[config.mk]
export PLATFORM = sky130hd
export DESIGN_NAME = pal_lut_top
export DESIGN_NICKNAME = d
export VERILOG_FILES = /design/src/rtl/pal_lut_pkg.sv /design/src/rtl/pal_index_gen.sv /design/src/rtl/pal_bank.sv /design/src/rtl/pal_lut_top.sv
export SDC_FILE = /design/constraint.sdc
export NUM_CORES = 1
export LEC_CHECK = 0
export BUFFER_PORTS_ARGS = -buffer_cell sky130_fd_sc_hd__buf_2
export CORE_MARGIN = 8
export CORE_UTILIZATION = 65
export CTS_BUF_LIST = sky130_fd_sc_hd__clkbuf_8
export DETAILED_ROUTE_END_ITERATION = 10
export GPL_TIMING_DRIVEN = 0
export PLACE_DENSITY_LB_ADDON = 0.1
export SLEW_MARGIN = 20
export SYNTH_ARGS = -nofsm -noshare
export SYNTH_HDL_FRONTEND = slang
export SYNTH_HIERARCHICAL = 1
export SYNTH_SLANG_ARGS = --single-unit
[constraint.sdc]
create_clock -name clk_i -period 1.98 [get_ports clk_i]
set_clock_uncertainty 0.1 [all_clocks]
set_input_delay 0.099 -clock clk_i [delete_from_list [all_inputs] [get_ports clk_i]]
set_output_delay 0.099 -clock clk_i [all_outputs]
set_load 0.1 [all_outputs]
[src/rtl/pal_lut_pkg.sv]
package pal_lut_pkg;
  localparam int unsigned DATA_W  = 4;
  localparam int unsigned IDX_W   = 4;
  localparam int unsigned PIX_W   = 8;
  localparam int unsigned BANK_W  = 2;
  localparam int unsigned N_CHAN  = 3;
  localparam int unsigned ENTRIES = 1 << IDX_W;

  typedef enum logic [1:0] {
    DEPTH_1 = 2'd0,
    DEPTH_2 = 2'd1,
    DEPTH_4 = 2'd2,
    DEPTH_8 = 2'd3
  } depth_e;

  typedef enum logic [1:0] {
    CH_RED   = 2'd0,
    CH_GREEN = 2'd1,
    CH_BLUE  = 2'd2,
    CH_NONE  = 2'd3
  } chan_e;

  function automatic logic [IDX_W-1:0] calc_index(
    input depth_e            depth,
    input logic              color,
    input int unsigned       chan,
    input logic [BANK_W-1:0] bank,
    input logic [PIX_W-1:0]  pix
  );
    logic [IDX_W-1:0] idx;
    unique case (depth)
      DEPTH_1: idx = {bank, 1'b0, pix[0]};
      DEPTH_2: idx = {bank, pix[1:0]};
      DEPTH_4: idx = pix[3:0];
      default: begin
        if (!color)         idx = pix[7:4];
        else if (chan == 0) idx = {bank[1], pix[7:5]};
        else if (chan == 1) idx = {bank[1], pix[4:2]};
        else                idx = {bank, pix[1:0]};
      end
    endcase
    return idx;
  endfunction
endpackage

[src/rtl/pal_index_gen.sv]
module pal_index_gen
  import pal_lut_pkg::*;
(
  input  depth_e                          depth_i,
  input  logic                            color_mode_i,
  input  logic [N_CHAN*BANK_W-1:0]        bank_ctrl_i,
  input  logic [PIX_W-1:0]                pixel_i,
  output logic [N_CHAN-1:0][IDX_W-1:0]    idx_o
);
  for (genvar c = 0; c < N_CHAN; c++) begin : g_chan
    always_comb
      idx_o[c] = calc_index(depth_i, color_mode_i, c,
                            bank_ctrl_i[c*BANK_W +: BANK_W], pixel_i);
  end
endmodule

[src/rtl/pal_bank.sv]
module pal_bank #(
  parameter int unsigned DATA_W = 4,
  parameter int unsigned IDX_W  = 4,
  localparam int unsigned ENTRIES = 1 << IDX_W
) (
  input  logic              clk_i,
  input  logic              rst_ni,
  input  logic              we_i,
  input  logic [IDX_W-1:0]  waddr_i,
  input  logic [DATA_W-1:0] wdata_i,
  input  logic [IDX_W-1:0]  host_raddr_i,
  output logic [DATA_W-1:0] host_rdata_o,
  input  logic [IDX_W-1:0]  pix_raddr_i,
  output logic [DATA_W-1:0] pix_rdata_o
);
  logic [ENTRIES-1:0][DATA_W-1:0] mem_q;

  // reset ramp: entry k holds k
  always_ff @(posedge clk_i or negedge rst_ni) begin
    if (!rst_ni) begin
      for (int k = 0; k < ENTRIES; k++) mem_q[k] <= DATA_W'(k);
    end else if (we_i) begin
      mem_q[waddr_i] <= wdata_i;
    end
  end

  assign host_rdata_o = mem_q[host_raddr_i];
  assign pix_rdata_o  = mem_q[pix_raddr_i];

  p_hold_r2: assert property (@(posedge clk_i) disable iff (!rst_ni)
    !we_i |=> $stable(mem_q));
  p_write_lands_r2: assert property (@(posedge clk_i) disable iff (!rst_ni)
    we_i |=> mem_q[$past(waddr_i)] == $past(wdata_i));
endmodule

[src/rtl/pal_lut_top.sv]
module pal_lut_top
  import pal_lut_pkg::*;
(
  input  logic        clk_i,
  input  logic        rst_ni,
  input  logic        host_we_i,
  input  logic [1:0]  host_chan_i,
  input  logic [3:0]  host_addr_i,
  input  logic [3:0]  host_wdata_i,
  output logic [3:0]  host_rdata_o,
  input  logic [5:0]  bank_ctrl_i,
  input  logic [1:0]  depth_i,
  input  logic        color_mode_i,
  input  logic [7:0]  pixel_i,
  output logic [3:0]  red_o,
  output logic [3:0]  green_o,
  output logic [3:0]  blue_o
);
  logic [N_CHAN-1:0][IDX_W-1:0]  idx;
  logic [N_CHAN-1:0][DATA_W-1:0] lut;
  logic [N_CHAN-1:0][DATA_W-1:0] host_rd;
  logic [DATA_W-1:0] red_q, green_q, blue_q;

  pal_index_gen u_idx (
    .depth_i      (depth_e'(depth_i)),
    .color_mode_i (color_mode_i),
    .bank_ctrl_i  (bank_ctrl_i),
    .pixel_i      (pixel_i),
    .idx_o        (idx)
  );

  for (genvar c = 0; c < N_CHAN; c++) begin : g_pal
    logic we_c;
    assign we_c = host_we_i && (host_chan_i == 2'(c));
    pal_bank #(.DATA_W(DATA_W), .IDX_W(IDX_W)) u_bank (
      .clk_i        (clk_i),
      .rst_ni       (rst_ni),
      .we_i         (we_c),
      .waddr_i      (host_addr_i),
      .wdata_i      (host_wdata_i),
      .host_raddr_i (host_addr_i),
      .host_rdata_o (host_rd[c]),
      .pix_raddr_i  (idx[c]),
      .pix_rdata_o  (lut[c])
    );
  end

  always_comb begin
    unique case (chan_e'(host_chan_i))
      CH_RED:   host_rdata_o = host_rd[0];
      CH_GREEN: host_rdata_o = host_rd[1];
      CH_BLUE:  host_rdata_o = host_rd[2];
      default:  host_rdata_o = '0;
    endcase
  end

  always_ff @(posedge clk_i or negedge rst_ni) begin
    if (!rst_ni) begin
      red_q   <= '0;
      green_q <= '0;
      blue_q  <= '0;
    end else begin
      red_q   <= color_mode_i ? lut[0] : '0;
      green_q <= lut[1];
      blue_q  <= color_mode_i ? lut[2] : '0;
    end
  end

  assign red_o   = red_q;
  assign green_o = green_q;
  assign blue_o  = blue_q;

  // one cycle of history before the hold check may compare outputs
  logic primed_q;
  always_ff @(posedge clk_i or negedge rst_ni) begin
    if (!rst_ni) primed_q <= 1'b0;
    else         primed_q <= 1'b1;
  end

  p_dead_chan_r4: assert property (@(posedge clk_i) disable iff (!rst_ni)
    host_chan_i == 2'd3 |-> host_rdata_o == '0);
  p_gray_rb_zero_r9: assert property (@(posedge clk_i) disable iff (!rst_ni)
    !color_mode_i |=> (red_o == '0 && blue_o == '0));
  p_out_hold_r10: assert property (@(posedge clk_i) disable iff (!rst_ni)
    (primed_q && $past(!host_we_i) && $stable(pixel_i) && $stable(depth_i)
     && $stable(color_mode_i) && $stable(bank_ctrl_i))
    |=> ($stable(red_o) && $stable(green_o) && $stable(blue_o)));
endmodule

==> impl_metrics.yaml, run 1 <==
power_and_ir_drop:
  p_total_uw: 11800
  power.share.clock_pct: 32.4
  p_sw_uw: 3510
  pwr-share-seq_pct: 45.2
  p_sw_share_pct: 29.7
  p_per_area_mw_per_mm2: 898
  leakage_uw: 0.00577
  vdd_drop_max_uv: 621
  comb_power_share_pct: 22.4
  power.internal_uw: 8300
sta:
  fin_tns_setup_ps: -2120
  setup_slack_ps: -556
  final-hold-violation-count: 0
  finalCriticalPeriod_ps: 2540
  drv_slew: 0
  max_clock_freq_ghz: 0.394
  worstMarginPinSlew_ps: 797
  slew-limit-headroom_pct: 46.8
  rsz0062_at_grt: "true"
  setup_viol: 4
  fin_crit_sh_pct: 128
clocking:
  cts_root_buffer: "clkbuf_8"
  clockBufferDepth: 3
  clk_pin_slew_ps: 60
  clock_latency_ps: 530
  cts_sinks: 204
  tritoncts: "done"
  cts_buffers: 36
  htreeDepth: 2
min_path:
  hp-class: "in2reg"
  hold_path_end: "g_pal[1].u_bank/mem_q[63]"
  hp-start: "host_wdata_i[3]"
  hold_depth: 2
routing:
  routed_wl_mm: 30.6
  drcViolationCount: 0
  firstDrtPassIters: 6
  vias_per_cell: 6.97
  wl_per_cell_um: 27.1
  num_vias: 7888
  drt-initial-drc-count: 698
  ant_nets: 0
layout:
  drive_above_1_share_pct: 56.6
  fillCellCount: 1065
  final_core_util_pct: 75.8
  fin_area_mm2: 0.0132
  area_growth_pct: 13.8
  nets: 908
  fin_cells: 1131
  num_antenna_cells: 0
yosys:
  netlist.top_cell.by_area: "dfrtp_1"
  yosysWarnings: 6
  ys_ff_latch: 204
  synth_cell_types: 43
  ys.flop_type: "dfrtp_1"
  postSynthCellCount: 789
  syn_area_mm2: 0.0116
  synth_top_area_share_pct: 23.4
  synthArstFlopShare_pct: 100
  yosysSeqAreaShare_pct: 45.2
  synthTopCellsByCount: "mux2_2, dfrtp_1, dfstp_2, nand3_1, mux4_1"
  yosys-top-cells-area: "dfrtp_1, dfstp_2, mux2_2, mux4_1, mux4_2"
  syn_nets: 819
  synth.avg_cell_area_um2: 14.6
  synth_edf_count: 0
  synth.most_common_cell: "mux2_2"
placed_design:
  place_area_mm2: 0.0122
  numPlacedInstances: 1060
  routabilityCongestion: 0.998
  hpwl_mm: 20.8
  portBuffers: 44
grt:
  top_usage_layer: "met2"
  grt_pass1_wl_mm: 48.0
  grt_usage_pct: 28.2
  grt_max_degree: 80
  grtUsageMet3_pct: 6.58
  antenna_found_initial: 0
  overflow: 0
  grt_use_met2_pct: 45.7
  grt_util_met1_pct: 35.9
  grt_pass1_vias: 8180
worst_setup_path:
  critPathLaunchType: "flip-flop"
  cp_max_fo: 3
  worstSetupEndpointType: "output pin"
  worstReg2RegStart: "g_pal[0].u_bank/mem_q[8]"
  r2r_end: "red_o[0]"
  crit_type: "reg2out"
  reg2reg_depth: 5
  crit_arrival_ps: 2340
  regToRegSetupSlack_ps: 200
  worstPathRequired_ps: 1780
outcome:
  outcome: "finished, violations left"
  violations: "negative setup slack"
floorplan:
  core_area_mm2: 0.0174
  num_io_pins: 46
  placementRows: 48
  fp.dieW_um: 149
  fp.dieArea_mm2: 0.0223
  fp.dieH_um: 149
  start_util_pct: 66.6
job:
  drv_cap: 0
-- repair_timing --
| action | 4_1_cts | 5_1_grt |
|---|---|---|
| gates resized for setup | 58 | 9 |
| setup buffers | 2 | 0 |
| hold endpoints to repair | 100 | 0 |
| hold buffers | 3 | 0 |
| pin swaps | 14 | 6 |
| setup endpoints to repair | 9 | 8 |
-- final cells by class --
class,count,area [um^2],share of cell area [%]
inverter,5,18.8,0.143
multi-input combinational,536,6170,46.9
tap,225,282,2.14
sequential,204,5230,39.7
timing repair buffer,51,405,3.08
buffer,44,333,2.53
clock inverter,23,129,0.980
clock buffer,43,592,4.50
-- worst max path at each step --
stage / startpoint / to / slack (ps) / depth (start not counted)
global placement: rst_ni / g_pal[1].u_bank/mem_q[6] / -2320 / 1
global route: g_pal[0].u_bank/mem_q[1] / host_rdata_o[1] / -590 / 6
finish: g_pal[0].u_bank/mem_q[1] / host_rdata_o[1] / -560 / 6
detailed placement: host_addr_i[0] / host_rdata_o[2] / -830 / 8
CTS: g_pal[0].u_bank/mem_q[8] / host_rdata_o[0] / -520 / 6
floorplan: depth_i[0] / blue_o[2] / 60 / 9
-- flip-flops by register name (all words and copies together), names as in the netlist --
signal and flops:
g_pal.u_bank/mem_q 192, blue_o 4, green_o 4, red_o 4
-- per-layer routing --
metal | vias up | share of wire [%]
li1 | 3274 | -
met1 | 4121 | 39
met2 | 405 | 50
met3 | 88 | 8.2
met4 | 0 | 3.5
met5 | - | 0
-- power by group through the flow --
stage | logic, uW | clock network [uW] | registers [uW]
2_1_floorplan | 1610 | 0 | 5470
3_3_place_gp | 2410 | 0 | 5280
3_5_place_dp | 2490 | 0 | 5370
4_1_cts | 2630 | 3910 | 5320
5_1_grt | 2780 | 4080 | 5410
6_report | 2650 | 3820 | 5340
-- metrics by stage --
step           hold WS, ps  setup slack [ps]
2_1_floorplan         -297              56.4
5_1_grt               33.8              -586
3_5_place_dp         -79.8              -827
4_1_cts               2.49              -523
3_3_place_gp           395             -2320
6_report              46.8              -556
-- critical path: stages (launching register included) --
cell and delay [ps]:
dfrtp_1 390, mux4_2 510, a22oi_2 290, nand3_2 150
mux2i_4 180, o2bb2ai_4 100, buf_12 180
-- cells in the final DEF, fill, tap and decap left out, types with 8 or more instances in the layout --
master      n
a22oi_1    14
a22oi_2    10
and2_1      9
buf_12      9
buf_2      43
buf_4      13
clkbuf_1   13
clkbuf_8   43
dfrtp_1   108
dfstp_2    96
inv_1      19
mux2_2    188
mux4_1     45
mux4_2     51
nand2_1    38
nand2b_1   10
nand3_1    50
nand3_2     9
nor2_1     30
nor2b_1    15
or3_1       8
-- cells by family (layout without fill, tap and decap cells) --
kind of cell / count (synthesis) / in the layout / share of synthesized area [%]
DFF: 204 / 204 / 45.2
and+or+nand+nor: 195 / 195 / 9.11
buffers and inverters: 49 / 166 / 2.88
muxes: 293 / 293 / 39.9
AOI/OAI and AO/OA: 48 / 48 / 2.93
Power figures use the tool's default switching activity.
==> run 2, diff against run 1 <==
--- a/config.mk
+++ b/config.mk
@@ -5,9 +5,10 @@
 export SDC_FILE = /design/constraint.sdc
 export NUM_CORES = 1
 export LEC_CHECK = 0
+export ABC_CLOCK_PERIOD_IN_PS = 1980
 export BUFFER_PORTS_ARGS = -buffer_cell sky130_fd_sc_hd__buf_2
 export CORE_MARGIN = 8
-export CORE_UTILIZATION = 65
+export CORE_UTILIZATION = 55
 export CTS_BUF_LIST = sky130_fd_sc_hd__clkbuf_8
 export DETAILED_ROUTE_END_ITERATION = 10
 export GPL_TIMING_DRIVEN = 0
==> run 2 against run 1 <==
Effect of this change:
- sequential share of layout area about the same
- sequential power about the same
- via count decreased by 3.5%
- register-to-register slack about the same
- final cell count increased by 4.4%
- the flow still finishes with violations (negative setup slack)
- fmax increased by 0.48%
- sequential cell count unchanged
- largest power group unchanged
- core utilization decreased by 13 points
- final area about the same
==> impl_metrics.yaml, run 2 (synthesized netlist as in run 1, its figures left out) <==
power_and_ir_drop:
  leakage_uw: 0.00577
  p_total_uw: 11800
  p_per_area_mw_per_mm2: 895
  vdd_drop_max_uv: 577
routing:
  vias_per_cell: 6.44
  ant_nets: 0
  num_vias: 7608
  drcViolationCount: 0
  wl_per_cell_um: 25.6
  firstDrtPassIters: 5
  routed_wl_mm: 30.2
  drt-initial-drc-count: 644
layout:
  final_common_cell: "mux2_2"
  fillCellCount: 1589
  seq_area_mm2: 0.00523
  area_growth_pct: 13.9
  fin_cells: 1181
  drive_above_1_share_pct: 56.6
  mostFrequentLayoutCells: "mux2_2, dfrtp_1, dfstp_2, mux4_2, nand3_1"
  regMostFlops: "g_pal.u_bank/mem_q"
  multiInputGateArea_mm2: 0.00616
  nets: 905
  largest_register_ffs: 192
outcome:
  outcome: "finished, violations left"
  violations: "negative setup slack"
floorplan:
  fp.dieW_um: 161
  core_area_mm2: 0.0208
  placementRows: 53
  fp.dieArea_mm2: 0.0259
  fp.dieH_um: 161
  num_io_pins: 46
  start_util_pct: 55.5
placed_design:
  routabilityCongestion: 0.892
  hpwl_mm: 20.9
  numPlacedInstances: 1109
  portBuffers: 44
  pre_cts_slack_ps: -907
grt:
  grt_max_degree: 108
  grt_usage_pct: 23.6
  antenna_found_initial: 2
  overflow: 0
  grt_pass1_vias: 8163
  grt_pass1_wl_mm: 47.4
worst_setup_path:
  critPathBufInv: 1
  worstPathRequired_ps: 1780
  max_stage_delay_ps: 510
  critPathLaunchType: "flip-flop"
  crit_arrival_ps: 2330
  cpMaxStageDelayCell: "mux4_2"
  crit_family: "multiplexers"
  crit_type: "reg2out"
  cp_max_fo: 3
  crit_chain: "mux4_2 > a22oi_2 > nand3_2 > mux2i_2 > o2bb2ai_4 > buf_12"
  worstSetupEndpointType: "output pin"
sta:
  fin_tns_setup_ps: -2020
  max_clock_freq_ghz: 0.396
  finalCriticalPeriod_ps: 2520
  worstMarginPinSlew_ps: 861
  slew-limit-headroom_pct: 42.5
  rsz0062_at_grt: "true"
  final-hold-violation-count: 0
  setup_viol: 4
  drv_slew: 0
  setup_slack_ps: -544
  fin_crit_sh_pct: 127
  whs_ps: 65.3
clocking:
  cts_root_buffer: "clkbuf_8"
  htreeDepth: 2
  clockBufferDepth: 3
  cts_sinks: 204
  tritoncts: "done"
  cts_buffers: 37
  clk_pin_slew_ps: 70
  clock_latency_ps: 520
job:
  drv_cap: 0
min_path:
  hp-class: "in2reg"
## run 2: per-layer routing
metal  track usage (%)  vias to the layer above  wire length (um)
met5                 0                        -                 0
met4              11.4                        0              1300
met3              3.48                       86              1390
met2              39.0                      270             15200
met1              30.0                     3981             12300
li1                  -                     3271                 -
## run 2: final timing paths
check / startpoint / end / slack (ps) / cells past startpoint
worst max-delay path: g_pal[0].u_bank/mem_q[15] / host_rdata_o[3] / -540 / 6
worst min-delay path: pixel_i[4] / green_o[1] / 70 / 5
worst max register to register: g_pal[2].u_bank/mem_q[11] / blue_o[3] / 210 / 4
worst min register to register: g_pal[0].u_bank/mem_q[53] / g_pal[0].u_bank/mem_q[53] / 420 / 1
max in group asynchronous: rst_ni / g_pal[1].u_bank/mem_q[9] / 660 / 3
min in group asynchronous: rst_ni / blue_o[1] / 100 / 2
## run 2: metrics by stage
step                utilization (%)  instance area [um^2]
floorplan                         -                 11600
global route                   63.2                 13200
global placement               58.6                 12200
finish                         63.2                 13200
CTS                            63.1                 13100
detailed placement             58.7                 12200
## run 2: timing repair
item / CTS / global route
hold buffers: 2 / 0
setup endpoints to repair: 11 / 10
resized for setup: 59 / 9
pin swaps: 14 / 7
setup buffers: 1 / 0
endpoints found under the hold margin: 105 / 0
## run 2: final cells by class
cell class | count | area share, %
Multi-Input combinational cell | 536 | 46.8
Sequential cell | 204 | 39.7
Clock buffer | 46 | 4.81
Timing Repair Buffer | 48 | 2.68
Tap cell | 275 | 2.62
Buffer | 43 | 2.50
Clock inverter | 22 | 0.694
Inverter | 5 | 0.143
Antenna cell | 2 | 0.0380
## run 2: worst min-delay path, stage by stage
cell	delay [ps]
buf_2	130
nand2_1	60
a21oi_1	180
nand3_1	100
nand3_1	70
## run 2: report_power, final
group          total [uW]  leakage, uW  internal (uW)  switching [uW]
combinational        2600      0.00290           1240            1350
clock                3850     0.000437           2090            1750
sequential           5320      0.00244           4930             396
total               11800      0.00577           8270            3500
==> run 3, diff against run 2 <==
==> constraint.sdc (replaced) <==
create_clock -name clk_i -period 1.98 [get_ports clk_i]
set_clock_uncertainty 0.1 [all_clocks]
set_input_delay 0.297 -clock clk_i [delete_from_list [all_inputs] [get_ports clk_i]]
set_output_delay 0.297 -clock clk_i [all_outputs]
set_load 0.1 [all_outputs]
==> run 3 against run 2 <==
Effect of this change:
- the run still ends with negative setup slack left
- die area unchanged
- final area up 1.7%
- core utilization up 1.1 points
- register-to-register slack better by 50 ps
- sequential cell count unchanged
- global-route usage down 0.10 points
- clock-buffer cell count up 5
- largest cell class unchanged
==> impl_metrics.yaml, run 3 (synthesized netlist as in run 1, its figures left out) <==
routing:
  routed_wl_mm: 30.3
  drcViolationCount: 0
  vias_per_cell: 6.47
  drt-initial-drc-count: 566
  firstDrtPassIters: 7
  num_vias: 7657
  ant_nets: 0
  wl_per_cell_um: 25.6
worst_setup_path:
  crit_family: "multiplexers"
  r2r_end: "green_o[3]"
  crit_chain: "mux4_2 > a22oi_2 > nand3_2 > mux2i_2 > o2bb2ai_4 > buf_12"
  max_stage_delay_ps: 520
  worstPathRequired_ps: 1580
  critPathLaunchType: "flip-flop"
  reg2reg_depth: 4
  worstSetupEndpointType: "output pin"
  worstReg2RegStart: "g_pal[1].u_bank/mem_q[15]"
  cpMaxStageDelayCell: "mux4_2"
  crit_type: "reg2out"
  regToRegSetupSlack_ps: 260
  cp_max_fo: 2
  crit_arrival_ps: 2320
  critPathBufInv: 1
placed_design:
  numPlacedInstances: 1110
  pre_cts_slack_ps: -1200
  routabilityCongestion: 0.955
  hpwl_mm: 20.9
  portBuffers: 44
floorplan:
  fp.dieW_um: 161
  core_area_mm2: 0.0208
  start_util_pct: 55.5
  fp.dieH_um: 161
  placementRows: 53
  fp.dieArea_mm2: 0.0259
  num_io_pins: 46
sta:
  rsz0062_at_grt: "true"
  final-hold-violation-count: 0
  fin_crit_sh_pct: 137
  setup_slack_ps: -738
  finalCriticalPeriod_ps: 2720
  slew-limit-headroom_pct: 44.9
  whs_ps: 30.9
  setup_viol: 4
  drv_slew: 0
  max_clock_freq_ghz: 0.368
  worstMarginPinSlew_ps: 826
min_path:
  hold_depth: 2
  hp-class: "in2reg"
  hp-start: "color_mode_i"
  hold_path_end: "blue_o[3]"
grt:
  grt_pass1_wl_mm: 47.2
  grt_max_degree: 80
  grt_usage_pct: 23.5
  grt_pass1_vias: 8183
  antenna_found_initial: 1
  overflow: 0
outcome:
  outcome: "finished, violations left"
  violations: "negative setup slack"
clocking:
  cts_root_buffer: "clkbuf_8"
  clk_pin_slew_ps: 60
  clock_latency_ps: 530
  cts_sinks: 204
  clockBufferDepth: 3
  tritoncts: "done"
  htreeDepth: 2
  cts_buffers: 37
layout:
  nets: 909
  largest_register_ffs: 192
  drive_above_1_share_pct: 58.4
  fin_cells: 1183
  area_growth_pct: 15.8
  final_common_cell: "mux2_2"
  num_antenna_cells: 0
  regMostFlops: "g_pal.u_bank/mem_q"
  mostFrequentLayoutCells: "mux2_2, dfrtp_1, dfstp_2, mux4_2, clkbuf_8"
power_and_ir_drop:
  p_per_area_mw_per_mm2: 899
  vdd_drop_max_uv: 522
  leakage_uw: 0.00585
job:
  drv_cap: 0
## run 3: changes by cell type in the layout (fill, tap and decap cells not counted), sizes merged
cell,previous run,this run
buf,71,79
inv,22,18
clkbuf,64,66
diode,2,0
clkinv,4,3
dlygate4sd3,2,1
## run 3: worst register-to-register path, delay by kind of cell, from the launching register on
family          cells  cell delay [ps]
mux                 1              530
flops               1              390
compound gates      1              210
simple gates        1              180
buf+inv             1              140
## run 3: timing repair
item                       CTS  global route
hold endpoints to repair    58             0
resized for setup           62            18
buffers inserted             4             1
setup endpoints to repair   13            19
hold buffers                 1             0
pin swaps                    9             6
## run 3: worst max path at each step
stage / from / to / slack [ps] / cells past startpoint
after floorplan: host_addr_i[0] / host_rdata_o[1] / -120 / 7
after global placement: rst_ni / g_pal[1].u_bank/mem_q[1] / -2630 / 1
after detailed placement: host_addr_i[1] / host_rdata_o[1] / -1200 / 8
after CTS: g_pal[1].u_bank/mem_q[2] / host_rdata_o[2] / -740 / 6
after global routing: g_pal[1].u_bank/mem_q[10] / host_rdata_o[2] / -780 / 6
final: g_pal[1].u_bank/mem_q[15] / host_rdata_o[3] / -740 / 6
## run 3: power breakdown
part	internal [uW]	total [uW]	switching, uW
clock network	2290	4030	1750
logic	1290	2690	1400
registers	4930	5310	383
total	8500	12000	3530
## run 3: layout make-up
class                           instances  area, um^2
Multi-Input combinational cell        536        6230
Tap cell                              275         344
Sequential cell                       204        5230
Clock buffer                           51         702
Buffer                                 43         389
Inverter                                5        21.3
Clock inverter                         17        71.3
Fill cell                            1555        7440
Timing Repair Buffer                   52         404
## run 3: per-layer routing
metal,vias to the layer above,global-route usage [%],share of wire (%)
met4,2,8.46,2.5
met5,-,0,0.043
met2,280,38.7,50
li1,3265,-,-
met3,61,4.30,6.5
met1,4049,30.6,41
## run 3: per-stage QoR
stage / utilization [%] / setup TNS, ps / total power, uW / area (um^2)
2_1_floorplan: - / -994 / 7100 / 11700
3_3_place_gp: 58.9 / -476900 / 7750 / 12300
3_5_place_dp: 59.2 / -56410 / 7880 / 12300
4_1_cts: 64.0 / -2890 / 12100 / 13300
5_1_grt: 64.3 / -3090 / 12500 / 13400
6_report: 64.3 / -2890 / 12000 / 13400
